[config.mk]
export PLATFORM = sky130hd
export DESIGN_NAME = lsd_mode_ctrl
export DESIGN_NICKNAME = d
export VERILOG_FILES = /design/src/rtl/lsd_pkg.sv /design/src/rtl/lsd_cmd_reg.sv /design/src/rtl/lsd_chan.sv /design/src/rtl/lsd_mode_ctrl.sv
export SDC_FILE = /design/constraint.sdc
export NUM_CORES = 1
export LEC_CHECK = 0
export ABC_AREA = 1
export CAP_MARGIN = 25
export CORE_MARGIN = 2
export CORE_UTILIZATION = 40
export CTS_CLUSTER_SIZE = 28
export DETAILED_ROUTE_END_ITERATION = 12
export PLACE_DENSITY = 0.73
export SYNTH_ARGS = -nofsm -noshare
export SYNTH_HDL_FRONTEND = slang
export SYNTH_HIERARCHICAL = 1
export SYNTH_SLANG_ARGS = --single-unit
export TNS_END_PERCENT = 10
[constraint.sdc]
create_clock -name clk -period 0.9 [get_ports clk]
set_clock_uncertainty 0.15 [all_clocks]
set_input_delay 0.18 -clock clk [delete_from_list [all_inputs] [get_ports clk]]
set_output_delay 0.18 -clock clk [all_outputs]
set_load 0.005 [all_outputs]
[src/rtl/lsd_pkg.sv]
// Package: shared command codes and channel mode encoding for the
// low-side driver mode controller.
// Assumes: 2-bit command fields; codes are fixed by the serial protocol.
package lsd_pkg;

    typedef enum logic [1:0] {
        CMD_STBY = 2'b00,
        CMD_HOLD = 2'b01,
        CMD_ON   = 2'b10,
        CMD_OFF  = 2'b11
    } cmd_e;

    typedef enum logic [1:0] {
        M_PUOFF = 2'd0,  // off, diagnostic current disabled (power-up form)
        M_OFF   = 2'd1,  // off, diagnostic current enabled
        M_ON    = 2'd2,  // output driven
        M_STBY  = 2'd3   // off, diagnostic current disabled
    } chan_mode_e;

endpackage

[src/rtl/lsd_cmd_reg.sv]
// Module: lsd_cmd_reg
// Holds the parallel copy of the serial command word and the
// transmission-error flag.
// Assumes: load_i is a single-cycle strobe issued once per valid frame;
// rst_n is synchronous and active low; en_i low acts as a full clear.
module lsd_cmd_reg #(
    parameter int FRAME_W = 32
) (
    input  logic               clk,
    input  logic               rst_n,
    input  logic               en_i,
    input  logic               load_i,
    input  logic [FRAME_W-1:0] frame_i,
    output logic [FRAME_W-1:0] cmd_q,
    output logic               xfer_err_o
);

    localparam logic [FRAME_W-1:0] CMD_RST = {FRAME_W{1'b1}};

    logic alive;
    assign alive = rst_n & en_i;

    // Capture the command word on a frame strobe; all ones after clear.
    always_ff @(posedge clk) begin
        if (!alive)
            cmd_q <= CMD_RST;
        else if (load_i)
            cmd_q <= frame_i;
    end

    // Error flag: set by clear, dropped by the first valid frame.
    always_ff @(posedge clk) begin
        if (!alive)
            xfer_err_o <= 1'b1;
        else if (load_i)
            xfer_err_o <= 1'b0;
    end

    // a valid frame removes the error flag.
    p_err_clears_r9: assert property (@(posedge clk) disable iff (!alive)
        load_i |=> !xfer_err_o);

    // the word is held when no frame arrives.
    p_word_held_r10: assert property (@(posedge clk) disable iff (!alive)
        !load_i |=> $stable(cmd_q));

    // after a clear the word reads all ones.
    p_clear_ones_r7: assert property (@(posedge clk)
        !alive |=> (cmd_q == CMD_RST) && xfer_err_o);

endmodule

[src/rtl/lsd_chan.sv]
// Module: lsd_chan
// One channel: mode sequencing from a 2-bit command and an overload latch
// that forces the gate off until a standby command clears it.
// Assumes: cmd_i is valid whenever load_i is high; ovl_i is already
// synchronous to clk; rst_n and en_i also mask the outputs combinationally.
module lsd_chan
    import lsd_pkg::*;
#(
    parameter int CMD_W = 2
) (
    input  logic             clk,
    input  logic             rst_n,
    input  logic             en_i,
    input  logic             load_i,
    input  logic [CMD_W-1:0] cmd_i,
    input  logic             ovl_i,
    output logic             gate_o,
    output logic             diag_o,
    output logic             fault_o
);

    chan_mode_e mode_q;
    logic       fault_q;
    logic       alive;
    logic       stby_cmd;

    assign alive    = rst_n & en_i;
    assign stby_cmd = load_i && (cmd_i == CMD_STBY);

    // Mode update: apply the loaded command, return to power-up off on clear.
    always_ff @(posedge clk) begin
        if (!alive) begin
            mode_q <= M_PUOFF;
        end else if (load_i) begin
            case (cmd_e'(cmd_i))
                CMD_STBY: mode_q <= M_STBY;
                CMD_ON:   mode_q <= M_ON;
                CMD_OFF:  mode_q <= M_OFF;
                default:  mode_q <= mode_q;
            endcase
        end
    end

    // Overload latch: set while driven, cleared only by standby or clear.
    always_ff @(posedge clk) begin
        if (!alive)
            fault_q <= 1'b0;
        else if (stby_cmd)
            fault_q <= 1'b0;
        else if (ovl_i && gate_o)
            fault_q <= 1'b1;
    end

    // Output decode: masked at once by reset or a low enable.
    always_comb begin
        gate_o  = alive && (mode_q == M_ON) && !fault_q;
        diag_o  = alive && (mode_q == M_OFF);
        fault_o = fault_q;
    end

    // an on command drives the gate when no fault is pending.
    p_on_drives_r2: assert property (@(posedge clk) disable iff (!alive)
        (load_i && cmd_i == CMD_ON && !fault_q && !(ovl_i && gate_o))
        |=> gate_o && !diag_o);

    // an off command enables diagnostics with the gate off.
    p_off_diag_r3: assert property (@(posedge clk) disable iff (!alive)
        (load_i && cmd_i == CMD_OFF) |=> diag_o && !gate_o);

    // standby is quiet and fault-free.
    p_stby_clear_r4: assert property (@(posedge clk) disable iff (!alive)
        stby_cmd |=> !diag_o && !gate_o && !fault_o);

    // hold leaves the outputs as they were.
    p_hold_keeps_r5: assert property (@(posedge clk) disable iff (!alive)
        (load_i && cmd_i == CMD_HOLD && !ovl_i) |=> $stable(gate_o) && $stable(diag_o));

    // a fault only appears after an overload while driven.
    p_fault_cause_r6: assert property (@(posedge clk) disable iff (!alive)
        $rose(fault_q) |-> $past(ovl_i && gate_o));

    // the fault persists until a standby command.
    p_fault_sticky_r6: assert property (@(posedge clk) disable iff (!alive)
        (fault_q && !stby_cmd) |=> fault_q && !gate_o);

endmodule

[src/rtl/lsd_mode_ctrl.sv]
// Module: lsd_mode_ctrl (top)
// Twelve-channel low-side driver mode controller: stores the command word,
// fans its 2-bit fields out to one channel controller each, and collects
// gate, diagnostic and latched-fault vectors.
// Assumes: the frame is fully shifted in when load_i pulses; reserved
// upper frame bits are stored but drive no channel.
module lsd_mode_ctrl
    import lsd_pkg::*;
#(
    parameter int NUM_CH  = 12,
    parameter int CMD_W   = 2,
    parameter int FRAME_W = 32
) (
    input  logic               clk,
    input  logic               rst_n,
    input  logic               en_i,
    input  logic               load_i,
    input  logic [FRAME_W-1:0] frame_i,
    input  logic [NUM_CH-1:0]  ovl_i,
    output logic [NUM_CH-1:0]  gate_o,
    output logic [NUM_CH-1:0]  diag_o,
    output logic [NUM_CH-1:0]  fault_o,
    output logic [FRAME_W-1:0] cmd_o,
    output logic               xfer_err_o
);

    localparam int FIELD_BITS = NUM_CH * CMD_W;

    // Command word and frame-integrity flag.
    lsd_cmd_reg #(.FRAME_W(FRAME_W)) u_cmd (
        .clk        (clk),
        .rst_n      (rst_n),
        .en_i       (en_i),
        .load_i     (load_i),
        .frame_i    (frame_i),
        .cmd_q      (cmd_o),
        .xfer_err_o (xfer_err_o)
    );

    // One controller per channel, each on its own field of the frame.
    for (genvar n = 0; n < NUM_CH; n++) begin : g_ch
        lsd_chan #(.CMD_W(CMD_W)) u_ch (
            .clk     (clk),
            .rst_n   (rst_n),
            .en_i    (en_i),
            .load_i  (load_i),
            .cmd_i   (frame_i[n*CMD_W +: CMD_W]),
            .ovl_i   (ovl_i[n]),
            .gate_o  (gate_o[n]),
            .diag_o  (diag_o[n]),
            .fault_o (fault_o[n])
        );
    end

    // reset or a low enable silences every output at once.
    always_comb begin
        if (!rst_n || !en_i)
            p_quiet_r7: assert ((gate_o == '0) && (diag_o == '0));
    end

    // the field layout must fit below the reserved bits.
    initial begin
        p_layout_r1: assert (FIELD_BITS <= FRAME_W);
    end

endmodule

==> qor.yml <==
finalHoldViolCount: 0
final_nets: 696
crit_buf_inv: 1
start_util_pct: 40.66
cts_max_level: 3
place_ws_ns: -1.163
setup_slack_ns: -0.5679
multi_input_area_um2: 1872
fin_crit_sh_pct: 163.1
grt_pass1_wl_mm: 15.93
r2r-end: "g_ch[5].u_ch/fault_o$_SDFFE_PP0P_"
path_cells: "nor4_4 > buf_2"
core-area_um2: 8093
slew_violations: 0
crit_family: "flip-flops"
diodes: 0
fp.dieH_um: 94.70
cts-buffers-inserted: 9
cts_buffer_depth: 2
synth-seq-cells: 69
hold_slack_ns: 0.02355
grt_start_max_net_pins: 34
vias_per_cell: 4.759
synth_compound_area_share_pct: 6.844
final_area_um2: 5911
critPathLaunchType: "register"
chipWidth_um: 94.70
power.total_w: 0.008051
postCtsHoldBufs: 0
placedInstanceArea_um2: 5253
root_buffer: "clkbuf_8"
power_density_nw_per_um2: 1362
ant_nets: 0
yosys_warnings: 6
wire_per_inst_um: 13.83
required_ns: 0.57
antenna_found_initial: 0
grt_usage_pct: 23.19
die_area_um2: 8968
worst_r2r_startpoint: "g_ch[5].u_ch/mode_q[1]$_SDFFE_PP0P_"
clkSinkCount: 69
drc: 0
grt_pass1_vias: 3393
synth_top_family_by_area: "simple AND/OR/NAND/NOR gates"
ys_seq_area_share_pct: 41.98
netlist_instances: 432
slew_headroom_pct: 80.83
max_slew.worst_pin.slew_ns: 0.2874
synthMuxAreaShare_pct: 0
hpwl_mm: 6.596
synth_cell_types: 20
grt_overflow: 0
syn_nets: 480
gp_congestion: 0.8368
synth-simple-area-share_pct: 42.62
area_delta_synth_final_pct: 79.62
max_stage_delay_ns: 0.36
insertion_delay_ns: 0.34
max_freq_mhz: 681.3
worst_r2r_path_depth: 6
synth_top_cell_area_share_pct: 41.98
layout_common_cells: "nand2_1 (129), buf_4 (77), dfxtp_2 (57), buf_6 (47), clkdlybuf4s50_1 (43)"
cap_violations: 0
dr_total_vias: 3607
peakVddDrop_mv: 0.8881
synth_fa_ha_area_share_pct: 0
syn_area_um2: 3291
hold_start: "frame_i[13]"
rows: 33
min_path_cells: 3
rsz0062_at_grt: "yes"
status: "finished with violations"
final_common_cell: "nand2_1"
synth_xor_area_share_pct: 0
synth.avg_cell_area_um2: 7.617
violations: "negative setup slack"
p_leak_nw: 2.554
rrSetupSlack_ns: -0.26
endpoint_kind: "output port"
ys_top_cells_by_area: "dfxtp_1 (42%), nand2_1 (15%), nand3_2 (6.7%)"
min_to: "u_cmd/cmd_q[13]$_SDFFE_PN1P_"
wl_mm: 10.48
worst_setup_hold_path_clk_slew_ns: 0.07
critPathArrivalTime_ns: 1.14
port_buffers: 116
regArea_um2: 1490
yosysTopAreaCell: "dfxtp_1"
io_pins: 117
finish.utilization_pct: 73.04
tritoncts: "built"
fill_cells: 616
cpMaxStageDelayCell: "dfxtp_4"
path_class: "register to output port"
drive_gt1_share_pct: 59.26
drt_pass1_iterations: 4
drt_iter0_markers: 113
hp-class: "primary input to register"
period_minus_slack_ns: 1.468
setup_viol: 91
cp_max_fo: 2
[metal layers]
layer | track usage (%) | vias to the layer above | routed length (um)
met5 | 0 | - | 0
met4 | 12.20 | 0 | 374
met3 | 5.267 | 31 | 514
met2 | 39.83 | 96 | 5400
met1 | 26.81 | 1658 | 4192
li1 | - | 1822 | -
[cells in the mapped netlist (all sizes together)]
master    n
nand2   151
dfxtp    69
nand3    56
inv      50
a21oi    36
nor2     36
nor3     12
nor4     12
buf       9
clkbuf    1
[per-stage QoR]
stage               std cells  setup TNS (ns)
floorplan                 432         -0.6538
global placement          726          -83.18
detailed placement        726          -85.00
CTS                       756          -27.52
global route              758          -29.24
finish                    758          -24.89
[worst register-to-register path, cell delays in order (launching register included)]
cell and delay (ns):
dfxtp_2 0.37, inv_2 0.05, buf_4 0.12, buf_4 0.12, nor2_2 0.09, nand3_2 0.08, a21oi_2 0.12
[logic make-up after synthesis]
| group | after synthesis |
|---|---|
| AOI/OAI and AO/OA | 36 |
| buffers and inverters | 60 |
| DFF | 69 |
| and+or+nand+nor | 267 |
[worst max-delay path by stage]
stage	from	endpoint	slack, ns	depth (start not counted)
after detailed placement	en_i	gate_o[2]	-1.16	5
after floorplan	g_ch[0].u_ch/mode_q[0]$_SDFFE_PP0P_	gate_o[0]	-0.04	1
after global routing	g_ch[5].u_ch/mode_q[1]$_SDFFE_PP0P_	gate_o[5]	-0.65	3
after CTS	g_ch[2].u_ch/mode_q[0]$_SDFFE_PP0P_	gate_o[2]	-0.57	2
after global placement	rst_n	diag_o[8]	-1.16	5
final	g_ch[2].u_ch/mode_q[0]$_SDFFE_PP0P_	gate_o[2]	-0.57	2
[where the power goes]
part	internal [W]	switching, W
Combinational	0.000742	0.000660
Sequential	0.00316	0.0000963
Clock	0.00220	0.00120
[timing repair]
| item | CTS | global route |
|---|---|---|
| buffers inserted | 10 | 2 |
| pin swaps | 14 | 5 |
| gates cloned | 4 | 0 |
| setup endpoints to repair | 138 | 94 |
| gates resized for setup | 338 | 71 |
[state kept, by name (all words and copies together) (netlist names)]
| signal | flops |
|---|---|
| g_ch.u_ch/fault_o | 12 |
| u_cmd/cmd_q | 32 |
| u_cmd/xfer_err_o | 1 |
| g_ch.u_ch/mode_q | 24 |
[layout make-up]
type                            instances  share of cell area (%)
Tap cell                              105                   2.223
Clock inverter                          6                   2.265
Inverter                               50                   3.260
Sequential cell                        69                   25.21
Multi-Input combinational cell        303                   31.67
Clock buffer                           10                   2.329
Timing Repair Buffer                  215                   33.04
Power figures use the tool's default switching activity.
